===== src/rtl/slst_pkg.sv =====
package slst_pkg;
  localparam int HALF_W = 16;
  localparam int WORD_W = 2 * HALF_W;
  localparam int PC_W   = 11;
  localparam int LBL_W  = 2;
  localparam int PAD_W  = WORD_W - PC_W - HALF_W;

  localparam logic [1:0] MODE_FULL  = 2'd0;
  localparam logic [1:0] MODE_LABEL = 2'd1;
  localparam logic [1:0] MODE_HALF  = 2'd3;

  typedef enum logic [2:0] {
    OP_NONE,
    OP_SETOFS,
    OP_SGL_FULL,
    OP_SGL_LABEL,
    OP_SGL_HALF,
    OP_BST_FULL,
    OP_BST_HALF
  } st_op_e;

  function automatic logic [WORD_W-1:0] pc_tag_word(input logic [PC_W-1:0] pc,
                                                    input logic [HALF_W-1:0] d);
    return {pc, {PAD_W{1'b0}}, d};
  endfunction

  function automatic logic [HALF_W-1:0] label_half(input logic [LBL_W-1:0] lbl,
                                                   input logic [HALF_W-1:0] d);
    return {lbl, d[HALF_W-LBL_W-1:0]};
  endfunction

  function automatic logic [WORD_W-1:0] place_half(input logic [HALF_W-1:0] h,
                                                   input logic upper);
    return upper ? {h, {HALF_W{1'b0}}} : {{HALF_W{1'b0}}, h};
  endfunction

  function automatic logic [1:0] half_enable(input logic upper);
    return upper ? 2'b10 : 2'b01;
  endfunction
endpackage


===== src/rtl/slst_decode.sv =====
module slst_decode
  import slst_pkg::*;
(
  input  logic       fire,
  input  logic       set_ofs,
  input  logic       manual,
  input  logic       auto_en,
  input  logic [1:0] mode,
  output st_op_e     op
);
  always_comb begin
    op = OP_NONE;
    if (fire) begin
      if (set_ofs) begin
        op = OP_SETOFS;
      end else if (manual) begin
        if (mode == MODE_FULL)       op = OP_SGL_FULL;
        else if (mode == MODE_LABEL) op = OP_SGL_LABEL;
        else if (mode == MODE_HALF)  op = OP_SGL_HALF;
      end else if (auto_en) begin
        if (mode == MODE_FULL)       op = OP_BST_FULL;
        else if (mode == MODE_HALF)  op = OP_BST_HALF;
      end
    end
  end
endmodule


===== src/rtl/slst_burst_ofs.sv =====
module slst_burst_ofs
  import slst_pkg::*;
#(
  parameter int ADDR_W = 11
) (
  input  logic              clk,
  input  logic              rst_n,
  input  st_op_e            op,
  input  logic [ADDR_W-1:0] load_val,
  output logic [ADDR_W-1:0] ofs,
  output logic              phase_lo
);
  logic adv_evt;
  logic flip_evt;

  assign adv_evt  = (op == OP_BST_FULL) || ((op == OP_BST_HALF) && phase_lo);
  assign flip_evt = (op == OP_BST_HALF);

  always_ff @(posedge clk or negedge rst_n) begin
    if (!rst_n) begin
      ofs      <= '0;
      phase_lo <= 1'b0;
    end else if (op == OP_SETOFS) begin
      ofs      <= load_val;
      phase_lo <= 1'b0;
    end else begin
      if (adv_evt)  ofs      <= ofs + ADDR_W'(1);
      if (flip_evt) phase_lo <= ~phase_lo;
    end
  end

  AST_OFS_LOAD: assert property (@(posedge clk) disable iff (!rst_n)
    (op == OP_SETOFS) |=> (ofs == $past(load_val)) && !phase_lo);
  AST_PAIR_ADVANCE: assert property (@(posedge clk) disable iff (!rst_n)
    (op == OP_BST_HALF && phase_lo) |=> (ofs == $past(ofs) + ADDR_W'(1)) && !phase_lo);
  AST_FIRST_HALF_HOLD: assert property (@(posedge clk) disable iff (!rst_n)
    (op == OP_BST_HALF && !phase_lo) |=> $stable(ofs) && phase_lo);
  AST_FULL_ADVANCE: assert property (@(posedge clk) disable iff (!rst_n)
    (op == OP_BST_FULL) |=> (ofs == $past(ofs) + ADDR_W'(1)));
  AST_NOP_HOLD: assert property (@(posedge clk) disable iff (!rst_n)
    (op == OP_NONE) |=> $stable(ofs) && $stable(phase_lo));
endmodule


===== src/rtl/slst_wr_stage.sv =====
module slst_wr_stage
  import slst_pkg::*;
#(
  parameter int ADDR_W = 11
) (
  input  logic              clk,
  input  logic              rst_n,
  input  st_op_e            op,
  input  logic              upper,
  input  logic [LBL_W-1:0]  label,
  input  logic [ADDR_W-1:0] imm,
  input  logic [ADDR_W-1:0] base,
  input  logic [HALF_W-1:0] data,
  input  logic [PC_W-1:0]   pc,
  input  logic [ADDR_W-1:0] ofs,
  input  logic              phase_lo,
  output logic [1:0]        mem_we,
  output logic [ADDR_W-1:0] mem_addr,
  output logic [WORD_W-1:0] mem_wdata
);
  logic              is_burst;
  logic [ADDR_W-1:0] eff_ofs;
  logic [ADDR_W-1:0] nxt_addr;
  logic [WORD_W-1:0] nxt_data;
  logic [1:0]        nxt_we;

  assign is_burst = (op == OP_BST_FULL) || (op == OP_BST_HALF);
  assign eff_ofs  = is_burst ? ofs : imm;
  assign nxt_addr = base + eff_ofs;

  always_comb begin
    nxt_we   = 2'b00;
    nxt_data = '0;
    case (op)
      OP_SGL_FULL, OP_BST_FULL: begin
        nxt_we   = 2'b11;
        nxt_data = pc_tag_word(pc, data);
      end
      OP_SGL_LABEL: begin
        nxt_we   = half_enable(upper);
        nxt_data = place_half(label_half(label, data), upper);
      end
      OP_SGL_HALF: begin
        nxt_we   = half_enable(upper);
        nxt_data = place_half(data, upper);
      end
      OP_BST_HALF: begin
        nxt_we   = half_enable(!phase_lo);
        nxt_data = place_half(data, !phase_lo);
      end
      default: ;
    endcase
  end

  always_ff @(posedge clk or negedge rst_n) begin
    if (!rst_n) begin
      mem_we    <= 2'b00;
      mem_addr  <= '0;
      mem_wdata <= '0;
    end else begin
      mem_we <= nxt_we;
      if (nxt_we != 2'b00) begin
        mem_addr  <= nxt_addr;
        mem_wdata <= nxt_data;
      end
    end
  end

  AST_FULL_BOTH_LANES: assert property (@(posedge clk) disable iff (!rst_n)
    (op == OP_SGL_FULL || op == OP_BST_FULL) |=> (mem_we == 2'b11));
  AST_HALF_ONE_LANE: assert property (@(posedge clk) disable iff (!rst_n)
    (op == OP_SGL_HALF || op == OP_SGL_LABEL || op == OP_BST_HALF)
      |=> ($countones(mem_we) == 1));
  AST_BURST_ADDR: assert property (@(posedge clk) disable iff (!rst_n)
    is_burst |=> (mem_addr == $past(base) + $past(ofs)));
  AST_SETOFS_SILENT: assert property (@(posedge clk) disable iff (!rst_n)
    (op == OP_SETOFS) |=> (mem_we == 2'b00));
endmodule


===== src/rtl/slowmem_store_unit.sv =====
module slowmem_store_unit
  import slst_pkg::*;
#(
  parameter int ADDR_W = 11
) (
  input  logic              clk,
  input  logic              rst_n,
  input  logic              st_fire,
  input  logic              st_set_ofs,
  input  logic              st_manual,
  input  logic              st_auto,
  input  logic [1:0]        st_mode,
  input  logic              st_upper,
  input  logic [1:0]        st_label,
  input  logic [ADDR_W-1:0] st_imm,
  input  logic [ADDR_W-1:0] base_addr,
  input  logic [15:0]       data_val,
  input  logic [10:0]       pc_val,
  output logic [1:0]        mem_we,
  output logic [ADDR_W-1:0] mem_addr,
  output logic [31:0]       mem_wdata
);
  st_op_e            op;
  logic [ADDR_W-1:0] burst_ofs;
  logic              burst_phase_lo;

  slst_decode u_decode (
    .fire    (st_fire),
    .set_ofs (st_set_ofs),
    .manual  (st_manual),
    .auto_en (st_auto),
    .mode    (st_mode),
    .op      (op)
  );

  slst_burst_ofs #(.ADDR_W(ADDR_W)) u_ofs (
    .clk      (clk),
    .rst_n    (rst_n),
    .op       (op),
    .load_val (st_imm),
    .ofs      (burst_ofs),
    .phase_lo (burst_phase_lo)
  );

  slst_wr_stage #(.ADDR_W(ADDR_W)) u_wr (
    .clk       (clk),
    .rst_n     (rst_n),
    .op        (op),
    .upper     (st_upper),
    .label     (st_label),
    .imm       (st_imm),
    .base      (base_addr),
    .data      (data_val),
    .pc        (pc_val),
    .ofs       (burst_ofs),
    .phase_lo  (burst_phase_lo),
    .mem_we    (mem_we),
    .mem_addr  (mem_addr),
    .mem_wdata (mem_wdata)
  );

  AST_IDLE_NO_WRITE: assert property (@(posedge clk) disable iff (!rst_n)
    !st_fire |=> (mem_we == 2'b00));
  AST_PRIORITY_SETOFS: assert property (@(posedge clk) disable iff (!rst_n)
    (st_fire && st_set_ofs) |=> (mem_we == 2'b00));
endmodule


===== config.mk =====
export PLATFORM = sky130hd
export DESIGN_NAME = slowmem_store_unit
export DESIGN_NICKNAME = d
export VERILOG_FILES = /design/src/rtl/slst_pkg.sv /design/src/rtl/slst_decode.sv /design/src/rtl/slst_burst_ofs.sv /design/src/rtl/slst_wr_stage.sv /design/src/rtl/slowmem_store_unit.sv
export SDC_FILE = /design/constraint.sdc
export NUM_CORES = 1
export LEC_CHECK = 0
export ABC_AREA = 1
export BUFFER_PORTS_ARGS = -buffer_cell sky130_fd_sc_hd__buf_2
export CAP_MARGIN = 40
export CORE_MARGIN = 2
export CORE_UTILIZATION = 50
export DETAILED_ROUTE_END_ITERATION = 10
export PLACE_DENSITY = 0.89
export REMOVE_ABC_BUFFERS = 1
export SYNTH_ARGS = -nofsm -noshare
export SYNTH_HDL_FRONTEND = slang
export SYNTH_HIERARCHICAL = 1
export SYNTH_SLANG_ARGS = --single-unit

===== constraint.sdc =====
create_clock -name clk -period 2.93 [get_ports clk]
set_input_delay 0 -clock clk [delete_from_list [all_inputs] [get_ports clk]]
set_output_delay 0 -clock clk [all_outputs]
set_load 0.005 [all_outputs]

# == Word level (Yosys, flattened, before mapping) ==
# Cells that the tools add are included.
# word_totals
ff_bits,57
latchBits,0
ram_bits,0
rom_bits,0
out_inout_bits,45
memories,0
# classes
n_addsub,2
multipliers,0
div_mod_pow,0
n_lt_le_gt_ge,0
eq_ne,8
shift,0
n_mux,21
bitwise_logic,1
n_reduce_logical,9
# op_table
cell,n
$pmux 32 s4,1
$mux 32,3
$mux 11,3
$mux 3,9
$add 11x1->11 const B,1
$add 11x11->11,1
$eq 3x3->1 const B,3
$eq 3x2->1 const B,2
$pmux 2 s3,1
$reduce_bool 2->1,3
$mux 2,2
$reduce_or 2->1,2
$eq 3x1->1 const B,1
$eq 2x1->1 const B,1
$eq 2x2->1 const B,1
$logic_not 2->1,1
$logic_or 1x1->1,2
$mux 1,2
$logic_and 1x1->1,1
$not 1->1,1

# == Depth between registers and ports, before layout ==
# Gate-level depths: netlist of run 1.
# logic_depth
ltp_word,12
mapped_depth,21
depth_no_buf,21

# == By module ==
# Netlist of run 1, hierarchy kept.
# modules_own_cells
module,n_inst,cells_per_inst,area_each_um2,seq_area_each_um2
slst_wr_stage,1,332,2591.2,1126.1
slst_burst_ofs,1,130,860.8,300.3
slst_decode,1,24,125.1,0.0

# == Least setup slack after synthesis of run 1 ==
# No wires, ideal clock.
# synth_timing
path_type,input to register
startpoint,input port st_mode[0]
endpoint,register u_wr.mem_addr[8]
arrival_time_ns,3.061
path_slack_ns,-0.248
cell_stages,16
n_path_buf,0
path_cell_list,inv_1 -> ha_1 -> inv_1 -> a21oi_1 -> nor3_1 -> nand3_1 -> nand2_2 -> mux2_2 -> ha_1 -> fa_1 -> nand2_1 -> nand3_1 -> nand4_1 -> nand3b_1 -> nand3_1 -> nand2_1
# synth_via
elab_chain_cells,11
elab_cells_between_ends,24
classes_between,add/sub (1); eq/ne (7); mux (11); reduce/logical (5)
# synth_lines
element,line,rtl
start: declaration,slowmem_store_unit.sv:12,"input logic [1:0] st_mode,"
$eq 2x2->1,"slst_decode.sv:19, slst_decode.sv:22",
$mux 3 (on tied branches),"slst_decode.sv:22, slst_decode.sv:19",
$mux 3 (on tied branches),"slst_decode.sv:21, slst_decode.sv:18",
$mux 3 (on tied branches),"slst_decode.sv:20, slst_decode.sv:17",
$mux 3 *,slst_decode.sv:16,end else if (manual) begin
$mux 3 *,slst_decode.sv:14,if (set_ofs) begin
$mux 3 *,slst_decode.sv:13,if (fire) begin
net op[2],slowmem_store_unit.sv:23,st_op_e op;
$eq 3x3->1 (tied with other cells),"slst_wr_stage.sv:27, slst_wr_stage.sv:34",
$logic_or 1x1->1 (tied with other cells),slst_wr_stage.sv:27,assign is_burst = (op == OP_BST_FULL) || (op == OP_BST_HALF);
$mux 11 or $pmux 2 s3 (tied branches),"slst_wr_stage.sv:28, slst_wr_stage.sv:34",
$add 11x11->11 or $reduce_bool 2->1 (tied branches),"slst_wr_stage.sv:29, slst_wr_stage.sv:62",
end signal: assignment,slst_wr_stage.sv:63,mem_addr <= nxt_addr;
end: declaration,slst_wr_stage.sv:18,"output logic [ADDR_W-1:0] mem_addr,"
# Mark *: on every way through the listed nets, which the timed path passes. The rest lies on a longest branch.
# A chain may end at the register's enable or synchronous reset.

# == Final worst setup path of run 1 ==
# layout_timing
startpoint,input port st_mode[0]
endpoint,register u_wr.mem_addr[10]
# The elaborated chain is that of the path after synthesis.

==> results of run 1 <==
[logic make-up (layout without fill, tap and decap cells)]
kind of cell	Yosys count	count (layout)
simple gates	311	311
compound gates	29	29
flops	57	57
buf+inv	60	212
fa+ha+maj	15	15
mux	10	10
xor+xnor	4	4
[per-layer routing]
layer | vias up | GRT usage, % | share of wire [%]
met5 | - | 0 | 0
met4 | 0 | 14.6 | 4.3
met2 | 179 | 47.1 | 50
li1 | 1851 | - | -
met3 | 38 | 5.41 | 6.0
met1 | 1788 | 32.2 | 40
[registers in the layout, indices dropped and copies added (netlist names)]
signal,count
u_wr/mem_addr,11
u_ofs/phase_lo,1
u_wr/mem_we,2
u_wr/mem_wdata,32
u_ofs/ofs,11
[report_power, final]
| part | switching [uW] | leakage, uW | internal [uW] |
|---|---|---|---|
| clock network | 327 | 0.000113 | 501 |
| logic | 502 | 0.00183 | 403 |
| registers | 158 | 0.000717 | 993 |
| total | 987 | 0.00266 | 1900 |
[final timing paths]
check | start | cells after the start | to | slack [ns]
worst max-delay path | st_mode[0] | 19 | u_wr/mem_addr[10]$_DFFE_PN0P_ | 0.33
worst min-delay path | st_imm[9] | 5 | u_ofs/ofs[9]$_DFFE_PN0P_ | 0.01
worst max register to register | u_ofs/ofs[0]$_DFFE_PN0P_ | 8 | u_wr/mem_addr[6]$_DFFE_PN0P_ | 0.90
worst min register to register | u_wr/mem_wdata[9]$_DFFE_PN0P_ | 2 | u_wr/mem_wdata[9]$_DFFE_PN0P_ | 0.48
max in group asynchronous | rst_n | 3 | u_wr/mem_addr[9]$_DFFE_PN0P_ | 1.84
min in group asynchronous | rst_n | 2 | u_wr/mem_wdata[12]$_DFFE_PN0P_ | 0.23
[critical path: stages]
cell and delay [ns]:
buf_2 0.10, inv_1 0.05, ha_1 0.28, inv_1 0.06, a21oi_1 0.05, nor3_1 0.13
buf_4 0.20, nand3_1 0.13, nand2_2 0.23, mux2_2 0.37, ha_1 0.34, a21oi_1 0.34
nand2_1 0.12, nand2_1 0.08, nand3_1 0.10, inv_1 0.07, nand2_1 0.04, nand3_1 0.06
nand2_1 0.06
[through the flow]
step           worst slack (ns)  total power, uW
2_1_floorplan            -0.254             1610
3_3_place_gp              0.124             1940
6_report                  0.330             2880
3_5_place_dp             0.0146             1980
4_1_cts                   0.336             2860
5_1_grt                  0.0426             3070
[cell type report]
cell class                 count  area (um2)
multi-input combinational    369        1860
timing repair buffer         146         928
clock inverter                 5        78.8
inverter                      50         190
clock buffer                  11         141
fill                         538        2120
tap                           96         120
sequential                    57        1430
[placed cells by master (no fill, tap or decap), types with 2 or more instances in the layout]
| cell | instances |
|---|---|
| a21oi_1 | 5 |
| nor2_1 | 23 |
| o21ai_0 | 9 |
| nand3_1 | 53 |
| nand3_2 | 2 |
| nand2_1 | 206 |
| or2_2 | 3 |
| inv_1 | 46 |
| xor2_1 | 3 |
| inv_2 | 2 |
| nand3b_1 | 4 |
| o22ai_1 | 2 |
| a31oi_1 | 5 |
| clkinv_2 | 2 |
| ha_1 | 14 |
| nand4_1 | 8 |
| buf_4 | 5 |
| mux2_2 | 10 |
| buf_2 | 104 |
| nand2_2 | 4 |
| dfrtp_1 | 57 |
| a21o_1 | 2 |
| clkbuf_8 | 10 |
| dlygate4sd3_1 | 37 |
| nor2_2 | 2 |
| bufinv_16 | 2 |
| nor2_4 | 2 |
| o21ai_1 | 2 |
[repair_timing]
action / in CTS / in global routing
hold buffers: 37 / 0
endpoints found under the hold margin: 63 / 0
setup buffers: 0 / 0
==> impl_results.md, run 1 <==
* DRT iter0 DRCs at roughly 320
* Largest family of logic cells by synthesized area: simple AND/OR/NAND/NOR gates
* Crit. End Element: flip-flop
* CP Class: input pin to flip-flop
* Max-cap viol count at 0
* Drt total wl at between 10000 and 15000 um
* Largest cells by area after synthesis: dfrtp_1 (40%), nand2_1 (22%), nand3_1 (7.4%), ha_1 (4.9%), inv_1 (4.8%)
* CTS resizes at 0
* Die width at a little under 90 um
* Max frequency at between 300 and 400 MHz
* Root Buffer: clkbuf_8
* Clock Sinks at 57
* Critical Path AT at about 2.8 ns
* Worst-margin pin slew at approximately 0.76 ns
* Row count at 30
* Post-layout util at 69.1%
* EDFF count, synth at 0
* Path type of the worst min-delay path: input pin to flip-flop
* RSZ-0062 raised after global routing: false
* Most frequent cell after synthesis: nand2_1
* Gp weighted congestion at approximately 0.91
* Setup Skew at around 0.0062 ns
* Syn Inst Count at 486
* Post-synth top cells: nand2_1 (206), dfrtp_1 (57), nand3_1 (53), inv_1 (46), nor2_1 (23)
* Status: completed
* Placed cells at around 680
* CTS tree: built
* H-tree depth at 3
* Rel. slew slack at between 40 and 50%
* IO Count at approximately 110
* Yosys warnings at 6
* Worst-Skew Late Latency at between 0.3 and 0.4 ns
* First-pass GRT wire length at between 15000 and 20000 um
* HPWL after DPL at slightly below 7000 um
* GR Util All Layers at between 20 and 30%
* Final hold violation count at 0
* Synth Area in Simple Gates at a little under two fifths
* Mux share of post-synthesis cell area at between 3 and 4%
* Finish-stage setup viols at 0
* Worst-path clk slew at ~0.070 ns
* Final Cycle Share at between 80% and 90%
* First drt pass iteration count at 5
* Routed length per instance at 14.1 um
* Peak VDD IR at about 280 uV
* Synth top area share at approximately two fifths
* P&R area growth vs syn at 32.6%
* Number of global-route vias before repair at roughly 3800
* DRC at 0
* Synth Area in XOR/XNOR at 0.979%
* Pins Over Slew Limit at 0
* Required time worst endpoint at about 3.2 ns
* Synthesized area at roughly 3600 um2
* Non-Filler Instances at roughly 730
* Number of routed nets with antenna violations at 0
* Core area at 6870 um2
* # port buffers at between 100 and 150
* Fin crit period at around 2.6 ns
* Critical Path Start Type: input pin
* Layout Nets at roughly 710
* Die height at just under 90 um
* Post-synth cell types at 38
* Power Density at 608 nW/um2
* Ys async rst share at 100%
* Layout cells sized above 1 at roughly a quarter
* Design area at 4740 um2
* Pin count of the biggest net entering global routing at 46
* Via-to-Cell Ratio at 5.25
* Initial antenna violation count at 0
* Static leakage at ~0.0027 uW
* FF+latch count, synth at 57
* Overflow after GRT at 0
* Compound-Gate Fraction of Synth Area at 4.93%
* Vias at 3856
* Initial core utilization at a little over half
* Placed cell areas at approximately 4200 um2
* Die area at ~7800 um2
* Register area share after synthesis at roughly two fifths
* ANT cells at 0
* Main synth FF type: dfrtp_1
* TritonCTS buffer count at 9
* Fin Setup TNS at 0 ns
* Cell taking the most area after synthesis: dfrtp_1
* Mean post-synth cell area at 7.36 um2
* Adder-Cell Fraction of Synth Area at under 10%
* Clk buf depth at 2
* Crit Path Max Fanout at 10
* WHS at 0.0115 ns
Power figures use the tool's default switching activity.
==> run 2: changes to the inputs <==
CORE_UTILIZATION = 55   (was 50)
PLACE_DENSITY = 0.95   (was 0.89)
==> run 2 against run 1 <==
  * Utilization grew 6.9 points
  * Routed wire length grew 2.0%
  * Clock power grew 0.8%
  * Clock skew is essentially flat
  * Largest power group unchanged
  * Fmax shrank 2.2%
  * Highest routed layer unchanged
  * Largest cell class unchanged
==> impl_results.md, run 2 (same netlist as run 1, synthesis figures left out) <==
* Reg-to-reg endpoint: u_wr/mem_addr[8]$_DFFE_PN0P_
* R2R cell count at 9
* Gp weighted congestion at ~0.94
* Required time worst endpoint at 3.16 ns
* H-tree depth at 3
* Worst Path Buf+Inv at 4
* Min-Delay Path Depth at 4
* Critical Path Start Type: input pin
* Die area at approximately 7200 um2
* Combinational Power Share at between 30% and 40%
* Biggest register: u_wr/mem_wdata
* Clock power share at around 29%
* Max frequency at between 300 and 400 MHz
* Clk buf depth at 2
* TritonCTS buffer count at 9
* Root Buffer: clkbuf_8
* CP peak stage delay at between 0.4 and 0.5 ns
* Reg2Reg Setup Slack at around 0.84 ns
* Status: completed
* Pin count of the biggest net entering global routing at 46
* P&R area growth vs syn at 34.0%
* Sequential Power Share at 39.4%
* Peak VDD IR at approximately 430 uV
* Initial core utilization at 56.7%
* Row count at 29
* Slowest-stage cell, CP: fa_1
* Worst-margin pin slew at approximately 0.87 ns
* Critical Path AT at 2.89 ns
* CTS resizes at 0
* Clock Sinks at 57
* IO Count at 105
* Largest regs: u_wr/mem_wdata: 32 flops, u_ofs/ofs: 11 flops, u_wr/mem_addr: 11 flops
* Crit-path cells: buf_2 > inv_1 > ha_1 > inv_1 > a21oi_1 > nor3_1 > buf_4 > nand3_1 > nand2_2 > mux2_2 > ha_1 > fa_1 > nand2_1 > nand3_1 > nand4_1 > nand3b_1 > nand3_1 > nand2_1
* Number of routed nets with antenna violations at 0
* DRT iter0 DRCs at around 290
* Overflow after GRT at 0
* Int Power at 1900 uW
* Pins Over Slew Limit at 0
* HPWL after DPL at between 6000 and 7000 um
* Rel. slew slack at a little over two fifths
* Final Cycle Share at 90.7%
* # port buffers at roughly 100
* Setup Skew at slightly above 0.006 ns
* First drt pass iteration count at 5
* ANT cells at 0
* Area of the multi-input gates at approximately 1900 um2
* Setup Buffers After CTS at 0
* Static leakage at 0.00270 uW
* Busiest grt layer: met2
* Number of global-route vias before repair at 3751
* GR Util met1 at a little over a third
* Net Switching at just over 1000 uW
* DRC at 0
* Sw frac at about a third
* Max reg flops at 32
* Most frequent CP cell: nand3_1
* FF-to-FF Start: u_ofs/ofs[0]$_DFFE_PN0P_
* Max-cap viol count at 0
* Via-to-Cell Ratio at roughly 5.4
* Worst-path clk slew at roughly 0.070 ns
* CP Class: input pin to flip-flop
* Final hold violation count at 0
* Crit Path Max Fanout at 10
* Power Density at roughly 610 nW/um2
* Path type of the worst min-delay path: input pin to flip-flop
* Core area at about 6300 um2
* Drt total wl at roughly 11000 um
* Fin crit period at 2.66 ns
* Die height at ~85 um
* First-pass GRT wire length at between 15000 and 20000 um
* Register area at 1430 um2
* Routed length per instance at approximately 15 um
* Die width at approximately 85 um
* Grt met3 use at 6.00%
* Most frequent cells in the layout: nand2_1 (206), buf_2 (104), dfrtp_1 (57)
* Crit. End Element: flip-flop
* Initial antenna violation count at 0
* Worst-Skew Late Latency at roughly 0.35 ns
* GR Util All Layers at approximately 31%
* Cell family with most CP delay: simple AND/OR/NAND/NOR gates
* Most common cell after layout, fill and taps aside: nand2_1
* Worst slack at placement at -0.0233 ns
* Vias at roughly 4000
* Finish-stage setup viols at 0
* Hold Crit Endpoint: u_ofs/ofs[3]$_DFFE_PN0P_
* Met2 global-route usage at between 50% and 60%
* Worst setup margin at between 0.2 and 0.3 ns
* Final Power at 2920 uW
* Fill cells at approximately 450
* RSZ-0062 raised after global routing: false
* Layout Nets at ~700
* WHS at approximately 0.014 ns
* Layout cells sized above 1 at around 24%
* Hold buffers post-CTS at 43
* CTS tree: built
* Hold Startpoint: st_imm[3]
==> run 2: changes by cell type in the layout (fill, tap and decap cells not counted), sizes merged <==
cell,before,now
buf,109,110
clkbuf,11,9
clkinv,4,3
inv,49,51
dlygate4sd3,37,43
clkinvlp,0,1
==> run 2: layout make-up <==
cell class / instances / share of cell area [%]
multi-input cells: 369 / 38.8
inverters: 50 / 3.97
well taps: 77 / 2.01
clock buffers: 9 / 2.58
repair buffers: 153 / 20.8
flip-flops and latches: 57 / 29.7
clock inverters: 7 / 2.14
==> run 2: how the worst max path moves through the flow <==
stage / start / to / slack, ns / depth (start not counted)
2_1_floorplan: st_mode[0] / u_wr/mem_addr[4]$_DFFE_PN0P_ / -0.25 / 15
3_3_place_gp: st_mode[0] / u_wr/mem_addr[4]$_DFFE_PN0P_ / 0.12 / 17
3_5_place_dp: st_mode[0] / u_wr/mem_addr[6]$_DFFE_PN0P_ / -0.02 / 17
4_1_cts: st_mode[0] / u_wr/mem_addr[8]$_DFFE_PN0P_ / 0.32 / 18
5_1_grt: st_mode[0] / u_wr/mem_addr[8]$_DFFE_PN0P_ / 0.05 / 18
6_report: st_mode[0] / u_wr/mem_addr[8]$_DFFE_PN0P_ / 0.27 / 18
==> run 2: layer usage <==
layer | part of all wire (%) | vias to the layer above | wire length [um]
met5 | 0 | - | 0
met4 | 1.8 | 0 | 195
met3 | 7.6 | 24 | 807
met2 | 52 | 194 | 5460
met1 | 39 | 1801 | 4130
li1 | - | 1865 | -
==> run 2: worst register-to-register path, delay by kind of cell (launching register included) <==
| family | cells | cell delay [ns] |
|---|---|---|
| fa+ha+maj | 2 | 0.69 |
| flops | 1 | 0.44 |
| mux | 1 | 0.29 |
| simple gates | 6 | 0.57 |
==> run 2: through the flow <==
step	instance area [um2]	utilization, %	TNS (ns)	instances
finish	4790	75.9	0	722
global route	4790	75.9	0	722
CTS	4790	75.9	0	722
detailed placement	4140	65.5	-0.0474	663
global placement	4140	65.5	0	663
floorplan	3480	-	-1.22	476
==> run 2: power by group through the flow <==
stage                     sequential (uW)  clock, uW  combinational [uW]
after CTS                            1150        849                 904
after floorplan                      1150          0                 457
final                                1150        835                 933
after detailed placement             1160          0                 821
after global routing                 1180        897                1040
after global placement               1150          0                 786
